[config.mk]
export PLATFORM = sky130hd
export DESIGN_NAME = trx_state_seq
export DESIGN_NICKNAME = d
export VERILOG_FILES = /design/src/rtl/trx_seq_pkg.sv /design/src/rtl/seq_target_map.sv /design/src/rtl/seq_us_timer.sv /design/src/rtl/trx_state_seq.sv
export SDC_FILE = /design/constraint.sdc
export NUM_CORES = 1
export LEC_CHECK = 0
export ABC_AREA = 1
export BUFFER_PORTS_ARGS = -buffer_cell sky130_fd_sc_hd__buf_2
export CAP_MARGIN = 20
export CORE_AREA = 2 2 74 76
export DETAILED_ROUTE_END_ITERATION = 10
export DIE_AREA = 0 0 76 78
export HOLD_SLACK_MARGIN = 0.08
export PLACE_DENSITY = 0.67
export REMOVE_ABC_BUFFERS = 1
export SYNTH_ARGS = -nofsm -noshare
export SYNTH_HDL_FRONTEND = slang
export SYNTH_SLANG_ARGS = --single-unit
[constraint.sdc]
create_clock -name clk_i -period 4.4 [get_ports clk_i]
set_input_delay 0.66 -clock clk_i [delete_from_list [all_inputs] [get_ports clk_i]]
set_output_delay 0.66 -clock clk_i [all_outputs]
set_load 0.05 [all_outputs]
[src/rtl/trx_seq_pkg.sv]
package trx_seq_pkg;
  localparam int unsigned STATE_W = 5;

  localparam logic [STATE_W-1:0] ST_IN_TRANSIT   = 5'h1F;
  localparam logic [STATE_W-1:0] ST_RX_BUSY_ACK  = 5'h11;
  localparam logic [STATE_W-1:0] ST_RX_LISTEN_ACK = 5'h16;
  localparam logic [STATE_W-1:0] ST_OFF          = 5'h08;
  localparam logic [STATE_W-1:0] ST_TX_READY     = 5'h09;
  localparam logic [STATE_W-1:0] CMD_FORCE_OFF   = 5'h03;
  localparam logic [STATE_W-1:0] CMD_FORCE_TX    = 5'h04;

  typedef enum logic [2:0] {
    S_IDLE,
    S_RD_CUR,
    S_WAIT_RETRY,
    S_WR_CMD,
    S_WAIT_SETTLE,
    S_RD_CHK,
    S_FIN
  } seq_state_e;
endpackage

[src/rtl/seq_target_map.sv]
module seq_target_map
  import trx_seq_pkg::*;
(
  input  logic [STATE_W-1:0] cmd_i,
  output logic [STATE_W-1:0] expect_o,
  output logic               forced_o
);
  always_comb begin
    forced_o = 1'b0;
    expect_o = cmd_i;
    unique case (cmd_i)
      CMD_FORCE_OFF: begin expect_o = ST_OFF;      forced_o = 1'b1; end
      CMD_FORCE_TX:  begin expect_o = ST_TX_READY; forced_o = 1'b1; end
      default: ;
    endcase
  end
endmodule

[src/rtl/seq_us_timer.sv]
module seq_us_timer #(
  parameter int unsigned CYC_PER_US = 4,
  parameter int unsigned MAX_US     = 4641,
  parameter int unsigned US_W       = $clog2(MAX_US + 1)
) (
  input  logic            clk_i,
  input  logic            rst_ni,
  input  logic            start_i,
  input  logic [US_W-1:0] us_i,
  output logic            expire_o
);
  localparam int unsigned MAX_CYC = CYC_PER_US * MAX_US;
  localparam int unsigned CNT_W   = $clog2(MAX_CYC + 1);

  logic [CNT_W-1:0] cnt_q;
  logic             busy_q;
  logic [CNT_W-1:0] load_cyc;

  assign load_cyc = CNT_W'(32'(us_i) * CYC_PER_US - 32'd1);
  assign expire_o = busy_q && (cnt_q == '0);

  always_ff @(posedge clk_i or negedge rst_ni) begin
    if (!rst_ni) begin
      cnt_q  <= '0;
      busy_q <= 1'b0;
    end else if (start_i) begin
      cnt_q  <= load_cyc;
      busy_q <= 1'b1;
    end else if (busy_q) begin
      if (cnt_q == '0) busy_q <= 1'b0;
      else             cnt_q  <= cnt_q - 1'b1;
    end
  end

  AST_WAIT_NONZERO: assert property (@(posedge clk_i) disable iff (!rst_ni)
    start_i |-> us_i != '0);
  AST_EXPIRE_SINGLE: assert property (@(posedge clk_i) disable iff (!rst_ni)
    expire_o && !start_i |=> !expire_o);
endmodule

[src/rtl/trx_state_seq.sv]
module trx_state_seq
  import trx_seq_pkg::*;
#(
  parameter int unsigned CYC_PER_US = 4,
  parameter int unsigned SHORT_US   = 1,
  parameter int unsigned FRAME_US   = 4096,
  parameter int unsigned ACK_US     = 545,
  parameter int unsigned ADDR_W     = 6,
  parameter int unsigned DATA_W     = 8,
  parameter logic [ADDR_W-1:0] STATUS_ADDR = 'h01,
  parameter logic [ADDR_W-1:0] CMD_ADDR    = 'h02
) (
  input  logic              clk_i,
  input  logic              rst_ni,
  input  logic              req_valid_i,
  input  logic [4:0]        req_state_i,
  output logic              req_ready_o,
  output logic              done_o,
  output logic              warn_o,
  output logic [4:0]        warn_from_o,
  output logic [4:0]        warn_target_o,
  output logic [4:0]        warn_actual_o,
  output logic              bus_req_o,
  output logic              bus_write_o,
  output logic [ADDR_W-1:0] bus_addr_o,
  output logic [DATA_W-1:0] bus_wdata_o,
  input  logic              bus_ack_i,
  input  logic [DATA_W-1:0] bus_rdata_i
);
  localparam int unsigned LONG_US = FRAME_US + ACK_US;
  localparam int unsigned MAX_US  = (LONG_US > SHORT_US) ? LONG_US : SHORT_US;
  localparam int unsigned US_W    = $clog2(MAX_US + 1);

  seq_state_e         state_q;
  logic [STATE_W-1:0] cmd_q, from_q, actual_q;
  logic               warn_q;
  logic [STATE_W-1:0] rd_state, exp_state;
  logic               forced;
  logic               tmr_start, tmr_expire;
  logic [US_W-1:0]    tmr_us;
  logic               unused_rdata_hi;

  assign rd_state        = bus_rdata_i[STATE_W-1:0];
  assign unused_rdata_hi = ^bus_rdata_i[DATA_W-1:STATE_W];

  seq_target_map u_map (
    .cmd_i    (cmd_q),
    .expect_o (exp_state),
    .forced_o (forced)
  );

  // long settle only when leaving busy-receive towards a plain transmit-ready
  assign tmr_start = bus_ack_i &&
                     ((state_q == S_WR_CMD) ||
                      (state_q == S_RD_CUR && rd_state == ST_IN_TRANSIT));
  assign tmr_us = (state_q == S_WR_CMD && from_q == ST_RX_BUSY_ACK &&
                   exp_state == ST_TX_READY && !forced) ? US_W'(LONG_US) : US_W'(SHORT_US);

  seq_us_timer #(
    .CYC_PER_US (CYC_PER_US),
    .MAX_US     (MAX_US),
    .US_W       (US_W)
  ) u_tmr (
    .clk_i    (clk_i),
    .rst_ni   (rst_ni),
    .start_i  (tmr_start),
    .us_i     (tmr_us),
    .expire_o (tmr_expire)
  );

  always_ff @(posedge clk_i or negedge rst_ni) begin
    if (!rst_ni) begin
      state_q  <= S_IDLE;
      cmd_q    <= '0;
      from_q   <= '0;
      actual_q <= '0;
      warn_q   <= 1'b0;
    end else begin
      unique case (state_q)
        S_IDLE: if (req_valid_i) begin
          cmd_q   <= req_state_i;
          warn_q  <= 1'b0;
          state_q <= S_RD_CUR;
        end
        S_RD_CUR: if (bus_ack_i) begin
          if (rd_state == ST_IN_TRANSIT) state_q <= S_WAIT_RETRY;
          else if (rd_state == cmd_q)    state_q <= S_FIN;
          else begin
            from_q  <= rd_state;
            state_q <= S_WR_CMD;
          end
        end
        S_WAIT_RETRY:  if (tmr_expire) state_q <= S_RD_CUR;
        S_WR_CMD:      if (bus_ack_i)  state_q <= S_WAIT_SETTLE;
        S_WAIT_SETTLE: if (tmr_expire) state_q <= S_RD_CHK;
        S_RD_CHK: if (bus_ack_i) begin
          actual_q <= rd_state;
          if (rd_state == exp_state) state_q <= S_FIN;
          else if (rd_state == ST_RX_BUSY_ACK && exp_state == ST_RX_LISTEN_ACK)
            state_q <= S_FIN;
          else if (rd_state == ST_RX_BUSY_ACK && exp_state == ST_TX_READY && !forced) begin
            cmd_q   <= CMD_FORCE_TX;
            state_q <= S_RD_CUR;
          end else begin
            warn_q  <= 1'b1;
            state_q <= S_FIN;
          end
        end
        S_FIN:   state_q <= S_IDLE;
        default: state_q <= S_IDLE;
      endcase
    end
  end

  assign req_ready_o   = (state_q == S_IDLE);
  assign done_o        = (state_q == S_FIN);
  assign warn_o        = done_o && warn_q;
  assign warn_from_o   = from_q;
  assign warn_target_o = exp_state;
  assign warn_actual_o = actual_q;

  assign bus_req_o   = (state_q == S_RD_CUR) || (state_q == S_WR_CMD) || (state_q == S_RD_CHK);
  assign bus_write_o = (state_q == S_WR_CMD);
  assign bus_addr_o  = bus_write_o ? CMD_ADDR : STATUS_ADDR;
  assign bus_wdata_o = DATA_W'(cmd_q);

  AST_ACCEPT_READS: assert property (@(posedge clk_i) disable iff (!rst_ni)
    req_valid_i && req_ready_o |=> bus_req_o && !bus_write_o);
  AST_DONE_AFTER_READ: assert property (@(posedge clk_i) disable iff (!rst_ni)
    $rose(done_o) |-> $past(bus_req_o && !bus_write_o && bus_ack_i));
  AST_WARN_MISMATCH: assert property (@(posedge clk_i) disable iff (!rst_ni)
    warn_o |-> warn_actual_o != warn_target_o);
  AST_IDLE_QUIET: assert property (@(posedge clk_i) disable iff (!rst_ni)
    req_ready_o |-> !bus_req_o && !done_o);
  AST_BUS_HOLD: assert property (@(posedge clk_i) disable iff (!rst_ni)
    bus_req_o && !bus_ack_i |=> bus_req_o && $stable(bus_addr_o) &&
                                $stable(bus_write_o) && $stable(bus_wdata_o));
endmodule

==> results of run 1 <==
## cell usage after synthesis, types with 2 or more instances
cell      number
nand2_4        5
inv_1         39
nand2_1       75
dfrtp_1       35
buf_4          8
nor3_4         2
o21ai_1        6
nor2_2         7
nor3_2         2
nand3_2        4
nor2_1        27
clkbuf_1       3
a31oi_1        3
nor2_4         2
nand2_2        4
nand3_1       17
o21ai_0       18
nand3b_1       2
nor3_1         7
buf_6          2
o211ai_1       2
xnor2_1        3
nand4_1        5
inv_2          6
a21oi_1        9
## stage by stage
step	total power, uW	cell area, sq um	setup WS, ps
floorplan	1670	2180	1780
global placement	1920	2470	2230
detailed placement	1940	2470	2220
CTS	2250	2590	2170
global route	2440	2590	2050
finish	2230	2590	2190
## final cells by class
cell class / instances / area (sq um)
flip-flops and latches: 35 / 876
fillers: 499 / 2450
inverters: 45 / 169
clock inverters: 2 / 35.0
clock buffers: 6 / 82.6
well taps: 70 / 87.6
repair buffers: 40 / 200
multi-input cells: 217 / 1140
## per-layer routing
| layer | GRT usage | vias to the layer above |
|---|---|---|
| li1 | - | 1043 |
| met1 | 0.241 | 887 |
| met2 | 0.280 | 54 |
| met3 | 0.0407 | 2 |
| met4 | 0.0527 | 0 |
| met5 | 0 | - |
## worst max-delay path, stage by stage, from the launching register on
cell     delay (ps)
dfrtp_1         470
inv_2           100
nor2_1          170
nand2_1         180
inv_1           100
buf_2           260
## registers in the layout (all words and copies together), names as in the netlist
signal and cells:
u_tmr.cnt_q 15, cmd_q 5, warn_actual_o 5, warn_from_o 5, state_q 3, u_tmr.busy_q 1
warn_q 1
## cell families (layout without fill, tap and decap cells)
group,count (synthesis),in the layout,synth area share
AO/OA/AOI/OAI,42,42,0.104
XOR/XNOR,3,3,0.0117
adder cells (fa/ha/maj),1,1,0.00555
buffers and inverters,58,93,0.117
flip-flops,35,35,0.388
other,1,7,0.00166
AND/OR/NAND/NOR,164,164,0.372
## report_power, final
part	switching [uW]	total [uW]	internal (uW)
registers	165	640	476
logic	936	1300	359
clock network	114	298	183
total	1220	2230	1020
## path summary, 6_finish.rpt
check / from / end / slack, ps / depth (start not counted)
max reg2reg: state_q[0] / cmd_q[0] / 2630 / 8
max in group asynchronous: rst_ni / u_tmr.cnt_q[5] / 3430 / 1
min in group clk_i: warn_actual_o[1] / warn_actual_o[1] / 480 / 2
max: state_q[0] / bus_write_o / 2190 / 5
min reg2reg: warn_actual_o[1] / warn_actual_o[1] / 480 / 2
min: rst_ni / cmd_q[2] / 460 / 1
==> results.sh, run 1 <==
export IMPL_drive_gt1_frac=0.246
export IMPL_wl_met3_microns=251
export IMPL_globalplace_congestion=0.850
export IMPL_numPortBuffers=40
export IMPL_max_freq_mhz=452
export IMPL_peakVddDrop_mv=0.602
export IMPL_synth_top_cell_by_area="dfrtp_1"
export IMPL_die_y_microns=78
export IMPL_h_tree_depth=2
export IMPL_crit_path_end_kind="output port"
export IMPL_dieArea_sq_um=5930
export IMPL_final_cell_mix="nand2_1, buf_2, inv_1"
export IMPL_final_util=0.513
export IMPL_setup_tns_final_ps=0
export IMPL_drt_total_wl_mm=4.72
export IMPL_yosysSeqAreaShare=0.388
export IMPL_cts_setup_buffers=0
export IMPL_layout_commonest_cell="nand2_1"
export IMPL_worstSkewPairLatency_ps=280
export IMPL_hold_buffers=0
export IMPL_fp_coreArea_sq_um=5040
export IMPL_dr_wl_met2_mm=2.09
export IMPL_stdcell_count=415
export IMPL_synth_area_leaders="dfrtp_1, nand2_1, inv_1, nor2_1, o21ai_0"
export IMPL_dp_cells=407
export IMPL_drt_vias_per_instance=4.79
export IMPL_syn_inst=304
export IMPL_pwr_density_cell_nw_per_um2=863
export IMPL_grt_overflow=0
export IMPL_cp_data_required_time_ps=3740
export IMPL_p_leak_uw=0.00139
export IMPL_ant_nets=0
export IMPL_crit_arrival_ps=1550
export IMPL_ys_flop_type="dfrtp_1"
export IMPL_hpwl_mm=3.48
export IMPL_tritoncts="yes"
export IMPL_worstMarginPinSlew_ps=792
export IMPL_antenna_found_initial=0
export IMPL_start_util=0.447
export IMPL_ios=51
export IMPL_outcome="completed"
export IMPL_drv_cap=0
export IMPL_dr_pass1_iters=4
export IMPL_path_clk_slew_ps=70
export IMPL_grt_pass1_wl_mm=8.52
export IMPL_fin_hold_ws_ps=455
export IMPL_diodes=0
export IMPL_syn_area_sq_um=2250
export IMPL_cts_sinks=35
export IMPL_rsz0062_at_grt="no"
export IMPL_setup_viol=0
export IMPL_highest_layer="met4"
export IMPL_worst_setup_path_start_kind="flop"
export IMPL_fin_nets=362
export IMPL_areaGrowthSynthToFinish_pct=14.8
export IMPL_m1WireLength_mm=2.34
export IMPL_std_cell_rows=26
export IMPL_wire_per_inst_microns=11.4
export IMPL_first_iter_violations=103
export IMPL_slew_headroom=0.472
export IMPL_ys_async_sr_fraction=1.00
export IMPL_grt_pass1_vias=1902
export IMPL_slew_viol_final=0
export IMPL_cts_buffers=5
export IMPL_synth_edf_count=0
export IMPL_synth_cell_types=36
export IMPL_grtUsageTotal=0.176
export IMPL_vias=1986
export IMPL_finalHoldViolations=0
export IMPL_clockBufferDepth=2
export IMPL_syn_avg_cell_area_sq_um=7.42
export IMPL_layout_min_cycle_time_ps=2210
export IMPL_synth_top_cell_area_share=0.388
export IMPL_grt_max_degree=36
export IMPL_finalCritPeriodShare=0.503
export IMPL_cts_root_buf="clkbuf_8"
export IMPL_ys_warn_count=0
export IMPL_synth_seq_cells=35
export IMPL_ctsResizeCount=0
export IMPL_crit_type="flop to output port"
export IMPL_fp_dieW_microns=76
export IMPL_drc=0
export IMPL_crit_fanout=7
export IMPL_skew_ps=9.71
export IMPL_hold_class="input pin to async pin"
Power figures use the tool's default switching activity.
==> run 2: changes to the inputs <==
Settings changed: PLACE_DENSITY 0.67 to 0.7.
Clock period 4.4 ns to 1.9 ns, I/O delays scaled along.
==> results.sh, run 2 (same netlist as run 1, synthesis figures left out) <==
export IMPL_outcome="completed"
export IMPL_cp_common_cell="nand2_2"
export IMPL_hold_path_end="cmd_q[4]"
export IMPL_start_util=0.447
export IMPL_largest_reg_flops=15
export IMPL_power_frac_comb=0.595
export IMPL_slew_viol_final=0
export IMPL_pwr_density_cell_nw_per_um2=1960
export IMPL_tritoncts="yes"
export IMPL_grt_overflow=0
export IMPL_layout_min_cycle_time_ps=1820
export IMPL_crit_fanout=10
export IMPL_numPortBuffers=40
export IMPL_ios=51
export IMPL_fin_nets=369
export IMPL_fp_coreArea_sq_um=5040
export IMPL_setup_ws_ps=77.0
export IMPL_timing_rr_start="u_tmr.cnt_q[0]"
export IMPL_setup_viol=0
export IMPL_fill_cells=504
export IMPL_globalplace_congestion=0.848
export IMPL_internal_power_uw=2310
export IMPL_wire_per_inst_microns=11.4
export IMPL_crit_arrival_ps=1540
export IMPL_drive_gt1_frac=0.261
export IMPL_skew_ps=8.99
export IMPL_dp_cells=413
export IMPL_drt_vias_per_instance=4.83
export IMPL_first_iter_violations=154
export IMPL_h_tree_depth=2
export IMPL_max_freq_mhz=549
export IMPL_crit_path_cell_trace="nor2_2 -> nand2_2 -> nand2_2 -> nand2_4 -> buf_2"
export IMPL_std_cell_rows=26
export IMPL_cts_setup_buffers=0
export IMPL_cts_root_buf="clkbuf_8"
export IMPL_clockBufferDepth=2
export IMPL_p_sw_uw=2850
export IMPL_swShare=0.552
export IMPL_crit_type="flop to output port"
export IMPL_hold_depth=3
export IMPL_fp_dieW_microns=76
export IMPL_regMostFlops="u_tmr.cnt_q"
export IMPL_r2r_cells=10
export IMPL_min_from="req_state_i[4]"
export IMPL_worstSkewPairLatency_ps=300
export IMPL_slew_headroom=0.601
export IMPL_worstMarginPinSlew_ps=599
export IMPL_fin_hold_ws_ps=181
export IMPL_grtUsageTotal=0.171
export IMPL_areaGrowthSynthToFinish_pct=17.0
export IMPL_r2r_end="state_q[2]"
export IMPL_seqPwrFrac=0.287
export IMPL_grt_max_degree=26
export IMPL_antenna_found_initial=0
export IMPL_cp_slowest_cell="dfrtp_1"
export IMPL_rrSetupSlack_ps=150
export IMPL_cpPeakStageDelay_ps=580
export IMPL_critPathBufInv=1
export IMPL_crit_path_end_kind="output port"
export IMPL_postPlaceCellArea_sq_um=2520
export IMPL_drv_cap=0
export IMPL_cts_buffers=5
export IMPL_multi_input_area_sq_um=1140
export IMPL_seqCellArea_sq_um=878
export IMPL_p_clk_frac=0.118
export IMPL_path_clk_slew_ps=80
export IMPL_drc=0
export IMPL_final_cell_mix="nand2_1, inv_1, buf_2"
export IMPL_finalCritPeriodShare=0.959
export IMPL_hpwl_mm=3.62
export IMPL_drt_total_wl_mm=4.80
export IMPL_p_leak_uw=0.00142
export IMPL_peakVddDrop_mv=1.35
export IMPL_diodes=0
export IMPL_grt_pass1_wl_mm=8.13
export IMPL_worst_setup_path_start_kind="flop"
export IMPL_finalHoldViolations=0
export IMPL_cp_data_required_time_ps=1620
export IMPL_layout_commonest_cell="nand2_1"
export IMPL_hold_class="input pin to flop"
export IMPL_dr_pass1_iters=5
export IMPL_dieArea_sq_um=5930
export IMPL_dp_slack_ps=135
export IMPL_cpLargestDelayFamily="flip-flops"
export IMPL_ant_nets=0
export IMPL_setup_tns_final_ps=0
export IMPL_die_y_microns=78
export IMPL_grt_pass1_vias=1774
export IMPL_vias=2039
export IMPL_cts_sinks=35
export IMPL_fin_area_sq_um=2640
export IMPL_stdcell_count=422
==> run 2: worst register-to-register path, delay by kind of cell, from the launching register on <==
family | cells | cell delay (ps)
adders and majority gates | 1 | 160
buffers and inverters | 2 | 180
AOI/OAI and AO/OA | 2 | 280
DFF | 1 | 370
and+or+nand+nor | 5 | 710
==> run 2: worst max path at each step <==
stage                             endpoint           start  slack [ps]  cells after the start
after detailed placement   u_tmr.cnt_q[10]  u_tmr.cnt_q[0]         140                     11
final                     warn_target_o[0]        cmd_q[2]          80                      5
after CTS                    bus_addr_o[1]      state_q[0]          60                      5
after global placement     u_tmr.cnt_q[10]  u_tmr.cnt_q[0]         220                     11
after floorplan                     warn_q        cmd_q[4]        -590                      8
after global routing            state_q[1]  u_tmr.cnt_q[0]         -30                     10
==> run 2: power by group through the flow <==
stage	Combinational (uW)	Clock [uW]	Sequential (uW)
floorplan	1870	0	2000
global placement	3010	0	1460
detailed placement	3060	0	1480
CTS	3070	630	1470
global route	3380	652	1540
finish	3070	610	1480
==> run 2: routing by layer <==
layer	part of all wire	wire, microns	up-vias	global-route usage
met3	0.049	233	7	0.0302
met2	0.42	2010	63	0.245
li1	-	-	1049	-
met5	0	0	-	0
met1	0.51	2460	920	0.246
met4	0.021	100	0	0.0855
==> run 2: final cells by class <==
| class | instances | share of cell area |
|---|---|---|
| Timing Repair Buffer | 47 | 0.0977 |
| Multi-Input combinational cell | 217 | 0.434 |
| Sequential cell | 35 | 0.333 |
| Tap cell | 70 | 0.0332 |
| Clock buffer | 8 | 0.0380 |
| Inverter | 45 | 0.0640 |
==> run 2: timing repair <==
item                                   4_1_cts  5_1_grt
setup endpoints to repair                    0        8
hold buffers                                 1        0
endpoints found under the hold margin       23        0
resized for setup                            0        4
==> run 2: through the flow <==
stage	util	total power, uW
global route	0.523	5570
global placement	0.499	4480
detailed placement	0.499	4540
finish	0.523	5160
CTS	0.521	5170
floorplan	-	3860
==> run 3: changes to the inputs <==
Settings changed: ABC_AREA 1 to 0, CORE_AREA 2 2 74 76 to 2 2 69 78, DIE_AREA 0 0 76 78 to 0 0 71 80.
==> results.sh, run 3 <==
export IMPL_crit_start="u_tmr.cnt_q[0]"
export IMPL_synth_top_cell_area_share=0.412
export IMPL_cts_sinks=35
export IMPL_drt_vias_per_instance=5.25
export IMPL_grt_overflow=0
export IMPL_hpwl_mm=3.33
export IMPL_layout_min_cycle_time_ps=1810
export IMPL_fp_dieW_microns=71
export IMPL_cts_root_buf="clkbuf_8"
export IMPL_cp_data_required_time_ps=2110
export IMPL_synth_top_cell_by_area="dfrtp_1"
export IMPL_regMostFlops="u_tmr.cnt_q"
export IMPL_synth_cell_types=49
export IMPL_cpPeakStageDelay_ps=400
export IMPL_ios=51
export IMPL_hold_class="input pin to async pin"
export IMPL_ys_async_sr_fraction=1.00
export IMPL_critPathBufInv=1
export IMPL_drc=0
export IMPL_slew_viol_final=0
export IMPL_outcome="completed"
export IMPL_final_cell_mix="buf_2, dfrtp_1, nand2_1"
export IMPL_grt_util_met1=0.192
export IMPL_grt_pass1_wl_mm=7.57
export IMPL_fill_cells=458
export IMPL_timing_rr_start="u_tmr.cnt_q[0]"
export IMPL_skew_ps=6.19
export IMPL_syn_avg_cell_area_sq_um=9.45
export IMPL_synth_area_leaders="dfrtp_1, xor2_1, mux2_2, nand2_1, nor2_1"
export IMPL_globalplace_congestion=0.776
export IMPL_layout_commonest_cell="buf_2"
export IMPL_yosysMostFrequentCell="dfrtp_1"
export IMPL_crit_path_end_kind="flop"
export IMPL_slew_headroom=0.490
export IMPL_syn_area_sq_um=2130
export IMPL_cp_slowest_cell="or4_1"
export IMPL_fp_coreArea_sq_um=4900
export IMPL_worstSkewPairLatency_ps=290
export IMPL_synth_edf_count=0
export IMPL_grtUsageTotal=0.168
export IMPL_worstMarginPinSlew_ps=765
export IMPL_fin_area_sq_um=2500
export IMPL_drv_cap=0
export IMPL_grt_busiest_layer="met2"
export IMPL_setup_viol=0
export IMPL_final_util=0.511
export IMPL_synthTopCellsByCount="dfrtp_1, nand2_1, nor2_1"
export IMPL_drive_gt1_frac=0.303
export IMPL_grt_pass1_vias=1691
export IMPL_ys_warn_count=0
export IMPL_wire_per_inst_microns=13.8
export IMPL_clockBufferDepth=2
export IMPL_drt_total_wl_mm=4.47
export IMPL_numPortBuffers=40
export IMPL_worst_setup_path_start_kind="flop"
export IMPL_crit_arrival_ps=2020
export IMPL_std_cell_rows=27
export IMPL_finalHoldViolations=0
export IMPL_cpLargestDelayFamily="simple AND/OR/NAND/NOR gates"
export IMPL_crit_path_cell_trace="buf_4 -> nor4_4 -> and4b_1 -> nand2_1 -> or4_1 -> a21oi_1"
export IMPL_diodes=0
export IMPL_vias=1705
export IMPL_grt_met2_usage=0.306
export IMPL_rsz0062_at_grt="no"
export IMPL_ant_nets=0
export IMPL_h_tree_depth=2
export IMPL_path_clk_slew_ps=70
export IMPL_grt_util_met3=0.0379
export IMPL_finalCritPeriodShare=0.955
export IMPL_syn_inst=225
export IMPL_tritoncts="yes"
export IMPL_cts_buffers=5
export IMPL_dr_pass1_iters=4
export IMPL_largest_reg_flops=15
export IMPL_dieArea_sq_um=5680
export IMPL_crit_type="flop to flop"
export IMPL_fin_nets=285
export IMPL_ys_flop_type="dfrtp_1"
export IMPL_die_y_microns=80
export IMPL_areaGrowthSynthToFinish_pct=17.7
export IMPL_grt_max_degree=36
export IMPL_antenna_found_initial=0
export IMPL_first_iter_violations=60
export IMPL_max_freq_mhz=551
export IMPL_yosysSeqAreaShare=0.412
export IMPL_start_util=0.434
export IMPL_postPlaceCellArea_sq_um=2360
export IMPL_synth_seq_cells=35
export IMPL_crit_fanout=3
[run 3: through the flow]
stage	TNS (ps)	setup slack (ps)	hold slack [ps]	instances
after global routing	0	7.07	144	325
final	0	85.5	64.5	325
after floorplan	-5940	-1140	-10.6	211
after global placement	0	92.6	407	316
after CTS	0	3.84	92.7	323
after detailed placement	0	49.4	411	316
[run 3: repair_timing]
action	4_1_cts	5_1_grt
pin swaps	0	1
setup endpoints to repair	3	12
hold buffers	0	0
resized for setup	4	13
setup buffers	0	2
cloned	0	0
[run 3: final cells by class]
class                   count  area, sq um  area share
clock buffers               6         82.6      0.0330
repair buffers             49          275       0.110
clock inverters             1         5.00     0.00200
multi-input cells         167         1150       0.460
inverters                   9         33.8      0.0135
flip-flops and latches     35          882       0.353
well taps                  58         72.6      0.0290
[run 3: logic make-up after synthesis]
kind of cell             count (synthesis)  synth area share
AO/OA/AOI/OAI                           39             0.127
XOR/XNOR                                19            0.0783
adder cells (fa/ha/maj)                  1           0.00588
buffers and inverters                   29            0.0700
flip-flops                              35             0.412
multiplexers                            11            0.0565
other                                    1           0.00176
AND/OR/NAND/NOR                         90             0.248
[run 3: routing by layer]
metal / wire (microns) / share of wire / vias to the layer above
li1: - / - / 856
met1: 1870 / 0.42 / 809
met2: 2360 / 0.53 / 33
met3: 180 / 0.040 / 7
met4: 60 / 0.013 / 0
met5: 0 / 0 / -
[run 3: worst reg2reg max path, stage by stage (launching register included)]
cell and delay [ps]:
dfrtp_1 390, buf_4 150, nor4_4 320, and4b_1 230, nand2_1 80, or4_1 400, a21oi_1 180
[run 3: worst paths after layout]
path	end	cells after the start	slack [ps]
max	u_tmr.cnt_q[13]	6	90
min	u_tmr.cnt_q[2]	1	60
max reg2reg	u_tmr.cnt_q[13]	6	90
min reg2reg	warn_actual_o[2]	2	480
max in group asynchronous	cmd_q[3]	1	1290
min in group clk_i	cmd_q[4]	2	210
Power of run 3 is left out: the tool's default activity adds up to more than one toggle a clock period on the data nets, which glitch-free logic cannot reach.
